--- src/rtl/cc_pkg.sv ---
`timescale 1ns/1ps
package cc_pkg;
  localparam int FRAME_BITS = 33;
  localparam int RUNIN_BITS = 14;

  typedef enum logic [1:0] {ST_IDLE, ST_DELAY, ST_SEND} ccState_e;

  typedef struct packed {
    logic load;
    logic shift;
  } ccStrobe_t;

  function automatic logic [RUNIN_BITS-1:0] runInPattern();
    logic [RUNIN_BITS-1:0] v;
    for (int i = 0; i < RUNIN_BITS; i++) v[i] = (i % 2 == 0);
    return v;
  endfunction
endpackage

--- src/rtl/cc_ctrl.sv ---
`timescale 1ns/1ps
module cc_ctrl
  import cc_pkg::*;
#(
  parameter int CAP_LINE    = 21,
  parameter int START_DELAY = 100,
  parameter int CELL_CLKS   = 54
) (
  input  logic      clk,
  input  logic      rstN,
  input  logic      fieldStart,
  input  logic      lineStart,
  output ccStrobe_t strb,
  output logic      serValid
);
  localparam int LINE_W = $clog2(CAP_LINE + 1) + 1;
  localparam int DLY_W  = (START_DELAY > 1) ? $clog2(START_DELAY) : 1;
  localparam int CELL_W = (CELL_CLKS > 1) ? $clog2(CELL_CLKS) : 1;
  localparam int BIT_W  = $clog2(FRAME_BITS);
  localparam logic [LINE_W-1:0] LINE_HIT  = LINE_W'(CAP_LINE - 1);
  localparam logic [LINE_W-1:0] LINE_MAX  = {LINE_W{1'b1}};
  localparam logic [DLY_W-1:0]  DLY_LAST  = DLY_W'(START_DELAY - 1);
  localparam logic [CELL_W-1:0] CELL_LAST = CELL_W'(CELL_CLKS - 1);
  localparam logic [BIT_W-1:0]  BIT_LAST  = BIT_W'(FRAME_BITS - 1);

  ccState_e          state;
  logic [LINE_W-1:0] lineCnt;
  logic [DLY_W-1:0]  dlyCnt;
  logic [CELL_W-1:0] cellCnt;
  logic [BIT_W-1:0]  bitCnt;
  logic              startHit;
  logic              cellEnd;

  assign startHit = lineStart && !fieldStart && (lineCnt == LINE_HIT) && (state == ST_IDLE);
  assign cellEnd  = (state == ST_SEND) && (cellCnt == CELL_LAST);
  assign strb.load  = startHit;
  assign strb.shift = cellEnd;
  assign serValid   = (state == ST_SEND);

  always_ff @(posedge clk) begin
    if (!rstN) begin
      lineCnt <= '0;
    end else if (fieldStart) begin
      lineCnt <= '0;
    end else if (lineStart && lineCnt != LINE_MAX) begin
      lineCnt <= lineCnt + 1'b1;
    end
  end

  always_ff @(posedge clk) begin
    if (!rstN) begin
      state   <= ST_IDLE;
      dlyCnt  <= '0;
      cellCnt <= '0;
      bitCnt  <= '0;
    end else begin
      case (state)
        ST_IDLE: begin
          if (startHit) begin
            state  <= ST_DELAY;
            dlyCnt <= '0;
          end
        end
        ST_DELAY: begin
          if (dlyCnt == DLY_LAST) begin
            state   <= ST_SEND;
            cellCnt <= '0;
            bitCnt  <= '0;
          end else begin
            dlyCnt <= dlyCnt + 1'b1;
          end
        end
        ST_SEND: begin
          if (cellEnd) begin
            cellCnt <= '0;
            if (bitCnt == BIT_LAST) state <= ST_IDLE;
            else bitCnt <= bitCnt + 1'b1;
          end else begin
            cellCnt <= cellCnt + 1'b1;
          end
        end
        default: state <= ST_IDLE;
      endcase
    end
  end

  // the start delay always leads into sending
  p_delay_exit_r3: assert property (@(posedge clk) disable iff (!rstN)
    state == ST_DELAY |=> (state == ST_DELAY || state == ST_SEND));
  // cell counter never passes the cell width
  p_cell_bound_r8: assert property (@(posedge clk) disable iff (!rstN)
    state == ST_SEND |-> cellCnt <= CELL_LAST);
  // a frame ends only after its last cell
  p_frame_len_r8: assert property (@(posedge clk) disable iff (!rstN)
    $fell(serValid) |-> $past(bitCnt) == BIT_LAST);
  // no new frame while one is pending
  p_no_restart_r2: assert property (@(posedge clk) disable iff (!rstN)
    state != ST_IDLE |=> !$rose(state == ST_DELAY));
endmodule

--- src/rtl/cc_datapath.sv ---
`timescale 1ns/1ps
module cc_datapath
  import cc_pkg::*;
(
  input  logic       clk,
  input  logic       rstN,
  input  logic       wrEn,
  input  logic [1:0] wrAddr,
  input  logic [7:0] wrData,
  input  logic       fieldOdd,
  input  ccStrobe_t  strb,
  output logic       serBit
);
  localparam logic [RUNIN_BITS-1:0] RUNIN = runInPattern();
  localparam logic [2:0] FRAMING = 3'b100; // sent 0, 0, 1

  logic [7:0]            capReg [4];
  logic [FRAME_BITS-1:0] shiftReg;
  logic [7:0]            selFirst;
  logic [7:0]            selSecond;

  always_comb begin
    selFirst  = fieldOdd ? capReg[0] : capReg[2];
    selSecond = fieldOdd ? capReg[1] : capReg[3];
  end

  genvar g;
  generate
    for (g = 0; g < 4; g++) begin : gRegs
      always_ff @(posedge clk) begin
        if (!rstN) capReg[g] <= '0;
        else if (wrEn && wrAddr == 2'(g)) capReg[g] <= wrData;
      end
    end
  endgenerate

  always_ff @(posedge clk) begin
    if (!rstN) begin
      shiftReg <= '0;
    end else if (strb.load) begin
      shiftReg <= {selSecond, selFirst, FRAMING, RUNIN};
    end else if (strb.shift) begin
      shiftReg <= {1'b0, shiftReg[FRAME_BITS-1:1]};
    end
  end

  assign serBit = shiftReg[0];

  // the captured frame changes only on load or cell end
  p_hold_frame_r9: assert property (@(posedge clk) disable iff (!rstN)
    !strb.load && !strb.shift |=> $stable(shiftReg));
  // odd field capture takes the odd pair
  p_odd_pick_r7: assert property (@(posedge clk) disable iff (!rstN)
    strb.load && fieldOdd |=> shiftReg[FRAME_BITS-1 -: 16] == {$past(capReg[1]), $past(capReg[0])});
endmodule

--- src/rtl/cc_line21_serializer.sv ---
`timescale 1ns/1ps
module cc_line21_serializer
  import cc_pkg::*;
#(
  parameter int CAP_LINE    = 21,
  parameter int START_DELAY = 100,
  parameter int CELL_CLKS   = 54
) (
  input  logic       clk,
  input  logic       rstN,
  input  logic       wrEn,
  input  logic [1:0] wrAddr,
  input  logic [7:0] wrData,
  input  logic       fieldStart,
  input  logic       lineStart,
  input  logic       fieldOdd,
  output logic       serOut,
  output logic       serValid
);
  ccStrobe_t strb;
  logic      serBit;

  cc_ctrl #(
    .CAP_LINE(CAP_LINE), .START_DELAY(START_DELAY), .CELL_CLKS(CELL_CLKS)
  ) uCtrl (
    .clk(clk), .rstN(rstN), .fieldStart(fieldStart), .lineStart(lineStart),
    .strb(strb), .serValid(serValid)
  );

  cc_datapath uData (
    .clk(clk), .rstN(rstN), .wrEn(wrEn), .wrAddr(wrAddr), .wrData(wrData),
    .fieldOdd(fieldOdd), .strb(strb), .serBit(serBit)
  );

  assign serOut = serValid & serBit;

  // the line stays low outside a frame
  p_quiet_idle_r10: assert property (@(posedge clk) disable iff (!rstN)
    !serValid |-> !serOut);
  // a frame never starts on the capture edge
  p_start_gap_r3: assert property (@(posedge clk) disable iff (!rstN)
    strb.load |=> !serValid);
endmodule

--- config.mk ---
export PLATFORM = sky130hd
export DESIGN_NAME = cc_line21_serializer
export DESIGN_NICKNAME = d
export VERILOG_FILES = /design/src/rtl/cc_pkg.sv /design/src/rtl/cc_ctrl.sv /design/src/rtl/cc_datapath.sv /design/src/rtl/cc_line21_serializer.sv
export SDC_FILE = /design/constraint.sdc
export NUM_CORES = 1
export LEC_CHECK = 0
export BUFFER_PORTS_ARGS = -buffer_cell sky130_fd_sc_hd__buf_2
export CORE_MARGIN = 4
export CORE_UTILIZATION = 29
export CTS_BUF_LIST = sky130_fd_sc_hd__clkbuf_16
export DETAILED_ROUTE_END_ITERATION = 7
export GPL_ROUTABILITY_DRIVEN = 0
export HOLD_SLACK_MARGIN = 0.05
export PLACE_DENSITY = 0.53
export SLEW_MARGIN = 20
export SYNTH_ARGS = -nofsm -noshare
export SYNTH_HDL_FRONTEND = slang
export SYNTH_HIERARCHICAL = 1
export SYNTH_SLANG_ARGS = --single-unit
--- constraint.sdc ---
create_clock -name clk -period 2.4 [get_ports clk]
set_input_delay 0.12 -clock clk [delete_from_list [all_inputs] [get_ports clk]]
set_output_delay 0.12 -clock clk [all_outputs]
set_load 0.02 [all_outputs]
==> results.rst, run 1 <==
.. list-table::
   :header-rows: 1

   * - Metric
     - Value
   * - Proportion of layout cells with a drive suffix above 1
     - between 10% and 20%
   * - Global-route wire length before repair
     - roughly 13000 um
   * - Number of global-route vias before repair
     - around 2700
   * - Transition time at the pin with the least slew margin
     - around 0.8 ns
   * - First-pass iteration count of the detailed router
     - 4
   * - Total of buffers placed on input and output ports
     - 17
   * - Library cell contributing the largest single delay on the critical path
     - sky130_fd_sc_hd__dfxtp_1
   * - Clock Tree Buf Depth
     - 2
   * - Detailed Place HPWL
     - approximately 5500 um
   * - Data arrival time at the worst-slack endpoint
     - 2.23 ns
   * - Maximum fanout count along the critical path
     - 34
   * - Run status
     - finished clean
   * - Antenna violation net count after detailed routing
     - 0
   * - Synthesized netlist cell count
     - roughly 390
   * - Depth of the worst hold-timing path
     - 2
   * - Setup fix buffers added after clock tree synthesis
     - 0
   * - Initial Util
     - 30.05%
   * - FMAX
     - around 0.50 GHz
   * - Die Area
     - around 17000 um^2
   * - Tmin final
     - around 2 ns
   * - Number of buffers added by the clock tree synthesis step
     - 9
   * - Cell-by-cell listing of the critical path
     - ha_1 -> and4b_4 -> nand3_2 -> inv_1 -> buf_12 -> mux2_2 -> o21a_1
   * - Number of placement rows
     - 43
   * - Die width
     - between 100 and 150 um
   * - RSZ-0062 raised after global routing
     - false
   * - Total of endpoints with negative setup slack in the final report
     - 0
   * - Number of nets produced by synthesis
     - 408
   * - Maximum number of pins on one net before global-route repair
     - 35
   * - Drt initial violations
     - approximately 110
   * - Average detailed-routed wire length per instance
     - 13.62 um
   * - Post-synth cell types
     - 58
   * - Clk pin slew, worst setup/hold paths
     - 0.07 ns
   * - Quantity of hold-fixing buffers added after cts
     - 0
   * - Htree depth
     - 3
   * - Post-layout net count
     - approximately 420
   * - Number of storage elements in the synthesis netlist
     - just over 90
   * - Routed wire length
     - 7980 um
   * - Average instance area after synthesis
     - ~11 um^2
   * - Total congestion overflow after global routing
     - 0
   * - Cell area after technology mapping
     - about 4200 um^2
   * - Number of synthesized flops with an enable pin
     - 32
   * - Number of design rule violations left after detail routing
     - 0
   * - Routed via count
     - between 2000 and 3000
   * - Avg Vias per Cell
     - ~4.8
   * - Synthesis-to-finish area growth
     - 12.28%
   * - Die outline height
     - between 100 and 150 um
   * - Multi-input gate area
     - between 1500 and 2000 um^2
   * - Clock root buffer
     - sky130_fd_sc_hd__clkbuf_16
   * - Category of the worst setup path capture point
     - flop
   * - CTS tree
     - built
   * - Combined global-route utilization of all metal layers
     - 10.11%
   * - Top flip-flop cell by instance count after synthesis
     - sky130_fd_sc_hd__dfxtp_1
   * - Length in cells of the worst reg-to-reg path
     - 7
   * - Critical path data required time
     - 2.64 ns
   * - Number of max-slew violations in the final report
     - 0
   * - Maximum Capacitance Violations
     - 0
   * - Antenna violations before repair
     - 0
   * - Largest voltage drop on the vdd net
     - 310.2 uV
   * - Lkg Pwr
     - 0.001673 uW
   * - Sum Neg Setup Slack
     - 0 ns
   * - Class of the tightest hold or removal check
     - in2reg
   * - Antenna cell count
     - 0
   * - Period Utilization, post-route
     - between 80 and 90%
   * - Sequential element share of the synthesized area
     - 51.25%
   * - CP Class
     - reg2reg
   * - Clock skew after layout
     - slightly below 0.01 ns
   * - Longest individual stage delay on the worst path
     - 0.40 ns
   * - Sequential Area
     - approximately 2200 um^2
   * - Count of yosys warnings during synthesis
     - 6
   * - Total core area
     - 14040 um^2
   * - Clk sinks
     - ~90
   * - Fraction of registers with async set/reset
     - 0%
   * - Worst slew margin
     - a little under half
   * - Final Hold Fails
     - 0
   * - Total design power
     - 3136 uW
   * - Power per standard cell area
     - approximately 660 nW/um^2
   * - Number of resized instances in the post-cts repair step
     - 0
   * - Clock latency on the worst-skew pair
     - around 0.35 ns
   * - Ports
     - 18
   * - End-of-flow core utilization
     - ~34%
   * - CP startpoint kind
     - flop
   * - FILL cells
     - between 1000 and 1500
[Yosys cell counts (4+ instances only)]
cell,instances,area [um^2]
sky130_fd_sc_hd__inv_1,9,33.78
sky130_fd_sc_hd__nor3_1,4,20.02
sky130_fd_sc_hd__nand2_1,25,93.84
sky130_fd_sc_hd__o211ai_1,4,30.03
sky130_fd_sc_hd__o21a_1,9,67.56
sky130_fd_sc_hd__a31oi_1,9,56.30
sky130_fd_sc_hd__nand3_1,11,55.05
sky130_fd_sc_hd__dfxtp_1,60,1201
sky130_fd_sc_hd__nand2b_1,6,37.54
sky130_fd_sc_hd__o21ai_0,12,60.06
sky130_fd_sc_hd__and2_1,34,212.7
sky130_fd_sc_hd__buf_4,6,45.04
sky130_fd_sc_hd__o22ai_1,17,106.4
sky130_fd_sc_hd__clkbuf_1,5,18.77
sky130_fd_sc_hd__nor2_1,28,105.1
sky130_fd_sc_hd__mux2_2,5,56.30
sky130_fd_sc_hd__ha_1,7,87.58
sky130_fd_sc_hd__a21oi_1,6,30.03
sky130_fd_sc_hd__mux2i_1,43,430.4
sky130_fd_sc_hd__edfxtp_1,32,960.9
[worst max-delay path: cells and delay by family (launching register included)]
kind,cells,cell delay (ns)
buf+inv,2,0.37
simple gates,2,0.39
mux,1,0.36
compound gates,1,0.16
fa+ha+maj,1,0.19
flops,1,0.40
[final timing paths]
| kind | from | to | slack (ns) |
|---|---|---|---|
| max | uCtrl/cellCnt[0] | uData/shiftReg[2] | 0.41 |
| min reg2reg | uCtrl/dlyCnt[0] | uCtrl/dlyCnt[0] | 0.49 |
| min | wrData[3] | uData/capReg[0][3] | 0.09 |
| max reg2reg | uCtrl/cellCnt[0] | uData/shiftReg[2] | 0.41 |
[state kept, by name, indices dropped and copies added (netlist names)]
signal and flops:
uData/capReg 32, uCtrl/dlyCnt 7, uCtrl/cellCnt 6, uCtrl/bitCnt 6
uCtrl/lineCnt 6, uCtrl/state 2, uData/shiftReg 33
[cell usage in the layout, fill, tap and decap left out, drive strengths merged, types with 10 or more instances in the layout]
cell type	instances
a31oi	10
and2	34
buf	24
dfxtp	60
edfxtp	32
inv	14
mux2i	43
nand2	25
nand3	13
nor2	29
o21ai	14
o22ai	17
[cell type report]
| class | count | area share [%] |
|---|---|---|
| clock buffer | 9 | 4.754 |
| clock inverter | 7 | 1.321 |
| inverter | 10 | 0.7924 |
| tap | 180 | 4.754 |
| sequential | 92 | 45.64 |
| multi-input combinational | 264 | 39.57 |
| timing repair buffer | 24 | 3.170 |
[where the power goes]
part	internal [uW]	switching, uW	total, uW	leakage [uW]
clock	720	632	1350	0.000141
combinational	42.0	78.4	120	0.000734
sequential	1650	10.7	1660	0.000798
[stage by stage]
stage               cell area (um^2)  worst slack [ns]  cells  hold WS [ns]
global placement                4449            0.4449    570        0.4442
floorplan                       4219            0.5179    385        0.3182
global route                    4737            0.2845    586       0.09150
detailed placement              4449            0.4118    570        0.4496
finish                          4737            0.4056    586       0.09189
CTS                             4737            0.3955    586       0.08096
[metal layers]
layer  global-route usage [%]  part of all wire [%]  up-vias
li1                         -                     -     1415
met1                    13.30                    49     1331
met2                    15.57                    46       32
met3                    2.823                   3.3        8
met4                    4.447                   1.6        0
met5                        0                     0        -
[cells by family after synthesis]
kind of cell    after synthesis  share of synthesized area (%)
fa+ha+maj                     7                          2.076
buf+inv                      29                          4.329
simple gates                132                          17.65
compound gates               71                          11.48
flops                        92                          51.25
xor+xnor                      3                         0.6229
mux                          51                          12.60
Note: power is estimated with default switching activity, not from simulation.
==> run 2, diff against run 1 <==
--- a/config.mk
+++ b/config.mk
@@ -12,7 +12,7 @@
 export DETAILED_ROUTE_END_ITERATION = 7
 export GPL_ROUTABILITY_DRIVEN = 0
 export HOLD_SLACK_MARGIN = 0.05
-export PLACE_DENSITY = 0.53
+export PLACE_DENSITY = 0.54
 export SLEW_MARGIN = 20
 export SYNTH_ARGS = -nofsm -noshare
 export SYNTH_HDL_FRONTEND = slang
==> constraint.sdc (replaced) <==
create_clock -name clk -period 1.75 [get_ports clk]
set_input_delay 0.0875 -clock clk [delete_from_list [all_inputs] [get_ports clk]]
set_output_delay 0.0875 -clock clk [all_outputs]
set_load 0.02 [all_outputs]
==> run 2 against run 1 <==
Sequential share of layout area shrank 1.9 points. Clock power up 38%. Maximum frequency up 16%. Sequential cell count stayed put. Worst hold slack lost 0.021 ns. Combinational power increased by 38%. Design area is 4.5% higher. Final cell count increased by 3.1%. Die area did not move. Worst setup slack got worse by 0.37 ns.
==> results.rst, run 2 (synthesis gave the netlist of run 1 again) <==
.. list-table::
   :header-rows: 1

   * - Metric
     - Value
   * - Htree depth
     - 3 (unchanged)
   * - Sum Neg Setup Slack
     - 0 ns (unchanged)
   * - CTS tree
     - built (unchanged)
   * - Tmin final
     - 1.717 ns (was 1.994 ns)
   * - Routed wire length
     - 7873 um (was 7980 um)
   * - End-of-flow core utilization
     - 35.27% (was 33.73%)
   * - Worst slew margin
     - 47.22% (was 47.75%)
   * - First-pass iteration count of the detailed router
     - 4 (unchanged)
   * - Maximum fanout count along the critical path
     - 8 (was 34)
   * - Min-Delay Startpoint
     - wrData[4] (was wrData[3])
   * - Ports
     - 18 (unchanged)
   * - FMAX
     - 0.5825 GHz (was 0.5014 GHz)
   * - Length in cells of the worst reg-to-reg path
     - 8 (was 7)
   * - Die outline height
     - 128.6 um (unchanged)
   * - Clock skew after layout
     - 0.009736 ns (was 0.009817 ns)
   * - Number of flip-flops under the largest register name
     - 33 (unchanged)
   * - Data arrival time at the worst-slack endpoint
     - 1.94 ns (was 2.23 ns)
   * - Critical register-to-register path startpoint
     - uCtrl/cellCnt[1] (was uCtrl/cellCnt[0])
   * - Average detailed-routed wire length per instance
     - 13.03 um (was 13.62 um)
   * - Post-placement cell count
     - 584 (was 570)
   * - Critical path data required time
     - 1.98 ns (was 2.64 ns)
   * - Category of the worst setup path capture point
     - flop (unchanged)
   * - Proportion of layout cells with a drive suffix above 1
     - 20.99% (was 15.76%)
   * - Global-route wire length before repair
     - 13200 um (was 13320 um)
   * - Power per standard cell area
     - 870.1 nW/um^2 (was 662.1 nW/um^2)
   * - Antenna cell count
     - 0 (unchanged)
   * - Period Utilization, post-route
     - 98.10% (was 83.10%)
   * - Number of placement rows
     - 43 (unchanged)
   * - Biggest register
     - uData/shiftReg (unchanged)
   * - Clock latency on the worst-skew pair
     - 0.33 ns (was 0.35 ns)
   * - Clock Tree Buf Depth
     - 2 (unchanged)
   * - Clk pin slew, worst setup/hold paths
     - 0.07 ns (about the same)
   * - Total of endpoints with negative setup slack in the final report
     - 0 (unchanged)
   * - Die width
     - 128.6 um (unchanged)
   * - Avg Vias per Cell
     - 4.695 (was 4.754)
   * - Total core area
     - 14040 um^2 (unchanged)
   * - Clock root buffer
     - sky130_fd_sc_hd__clkbuf_16 (unchanged)
   * - Routed via count
     - 2836 (was 2786)
   * - Detailed Place HPWL
     - 5535 um (was 5507 um)
   * - Post-layout net count
     - 442 (was 424)
   * - Crit Reg-Reg Endpoint
     - uData/shiftReg[6] (was uData/shiftReg[2])
   * - Total of buffers placed on input and output ports
     - 17 (unchanged)
   * - Run status
     - finished clean (unchanged)
   * - Final Hold Fails
     - 0 (unchanged)
   * - Class of the tightest hold or removal check
     - in2reg (unchanged)
   * - Commonest non-fill, non-tap cell in the layout
     - sky130_fd_sc_hd__dfxtp_1 (unchanged)
   * - Finished Cell Area
     - 4952 um^2 (was 4737 um^2)
   * - Transition time at the pin with the least slew margin
     - 0.7864 ns (was 0.7785 ns)
   * - Initial Util
     - 30.05% (unchanged)
   * - Combined global-route utilization of all metal layers
     - 9.905% (was 10.11%)
   * - Number of max-slew violations in the final report
     - 0 (unchanged)
   * - CP startpoint kind
     - flop (unchanged)
   * - Largest voltage drop on the vdd net
     - 594.8 uV (was 310.2 uV)
   * - Placement Cell Area
     - 4604 um^2 (was 4449 um^2)
   * - Internal reg-to-reg setup slack
     - 0.03 ns (was 0.41 ns)
   * - Total congestion overflow after global routing
     - 0 (unchanged)
   * - Number of design rule violations left after detail routing
     - 0 (unchanged)
   * - Final standard cell count with taps included and fillers excluded
     - 604 (was 586)
   * - Maximum Capacitance Violations
     - 0 (unchanged)
   * - Maximum number of pins on one net before global-route repair
     - 24 (was 35)
   * - CP Class
     - reg2reg (unchanged)
   * - Synthesis-to-finish area growth
     - 17.38% (was 12.28%)
   * - Number of global-route vias before repair
     - 2732 (was 2710)
   * - Leading registers by flop count
     - uData/shiftReg: 33 flops, uData/capReg: 32 flops, uCtrl/dlyCnt: 7 flops (unchanged)
   * - Most used cells in the layout excluding fill and tap cells
     - sky130_fd_sc_hd__dfxtp_1, sky130_fd_sc_hd__mux2i_1, sky130_fd_sc_hd__and2_1, sky130_fd_sc_hd__edfxtp_1, sky130_fd_sc_hd__nor2_1 (unchanged)
   * - Drt initial violations
     - 126 (was 114)
   * - RSZ-0062 raised after global routing
     - true (was false)
   * - Number of buffers added by the clock tree synthesis step
     - 9 (unchanged)
   * - Worst hold endpoint
     - uData/capReg[0][4] (was uData/capReg[0][3])
   * - Lkg Pwr
     - 0.001774 uW (was 0.001673 uW)
   * - Depth of the worst hold-timing path
     - 2 (unchanged)
   * - Die Area
     - 16540 um^2 (unchanged)
   * - Clk sinks
     - 92 (unchanged)
   * - Antenna violation net count after detailed routing
     - 0 (unchanged)
   * - Antenna violations before repair
     - 0 (unchanged)
run 2: changes by cell type in the layout (fill, tap and decap cells not counted), moves of 2 or more:
cell / before / now
sky130_fd_sc_hd__buf_4: 6 / 21
sky130_fd_sc_hd__inv_8: 0 / 3
sky130_fd_sc_hd__dfxtp_1: 60 / 58
sky130_fd_sc_hd__inv_1: 10 / 6
sky130_fd_sc_hd__inv_6: 3 / 1
sky130_fd_sc_hd__inv_4: 0 / 2
sky130_fd_sc_hd__o21ai_1: 4 / 7
sky130_fd_sc_hd__o21ai_0: 10 / 7
sky130_fd_sc_hd__buf_12: 1 / 3
run 2: critical path, cell delays in order, from the launching register on:
cell and delay (ns):
sky130_fd_sc_hd__dfxtp_2 0.34, sky130_fd_sc_hd__inv_2 0.06, sky130_fd_sc_hd__ha_4 0.13, sky130_fd_sc_hd__and4b_4 0.27
sky130_fd_sc_hd__nand3_4 0.09, sky130_fd_sc_hd__inv_4 0.09, sky130_fd_sc_hd__clkbuf_16 0.15, sky130_fd_sc_hd__mux2_4 0.29
sky130_fd_sc_hd__o21a_1 0.18
run 2: worst max-delay path by stage:
stage	cells after the start	endpoint	from	slack, ns
2_1_floorplan	10	uData/shiftReg[10]	uCtrl/cellCnt[1]	-0.05
3_3_place_gp	3	uData/capReg[2][6]	wrAddr[0]	0.03
3_5_place_dp	8	uData/shiftReg[12]	uCtrl/cellCnt[1]	0.002
4_1_cts	8	uData/shiftReg[12]	uCtrl/cellCnt[1]	0.001
5_1_grt	8	uData/shiftReg[6]	uCtrl/cellCnt[1]	-0.02
6_report	8	uData/shiftReg[6]	uCtrl/cellCnt[1]	0.03
run 2: layer usage:
layer	up-vias	global-route usage [%]	part of all wire (%)
met4	0	4.077	1.4
met1	1344	13.36	49
li1	1462	-	-
met5	-	0	0
met3	7	1.785	1.8
met2	23	15.72	48
run 2: area by class of cell:
| type | count | area, um^2 |
|---|---|---|
| Clock buffer | 9 | 225.2 |
| Clock inverter | 7 | 66.31 |
| Fill cell | 1359 | 9090 |
| Inverter | 10 | 42.54 |
| Multi-Input combinational cell | 264 | 1898 |
| Sequential cell | 92 | 2167 |
| Tap cell | 180 | 225.2 |
| Timing Repair Buffer | 42 | 327.8 |
run 2: per-stage QoR:
step	hold slack, ns	total power (uW)	worst slack (ns)
3_3_place_gp	0.4167	2496	0.02754
5_1_grt	0.07311	4500	-0.01720
6_report	0.07092	4309	0.03325
2_1_floorplan	0.2857	2430	-0.04831
4_1_cts	0.06731	4382	0.001437
3_5_place_dp	0.4242	2499	0.001512
run 2: power by group:
part | switching (uW) | total [uW] | internal [uW]
logic | 107 | 166 | 59.1
registers | 14.5 | 2280 | 2270
clock network | 863 | 1860 | 1000
run 2: what timing repair did:
action                                  CTS  global route
hold buffers                              0             0
pin swaps                                 0             1
buffers inserted                          2             1
gates resized for setup                   0             5
endpoints found under the setup margin    2            22
gates cloned                              0             1
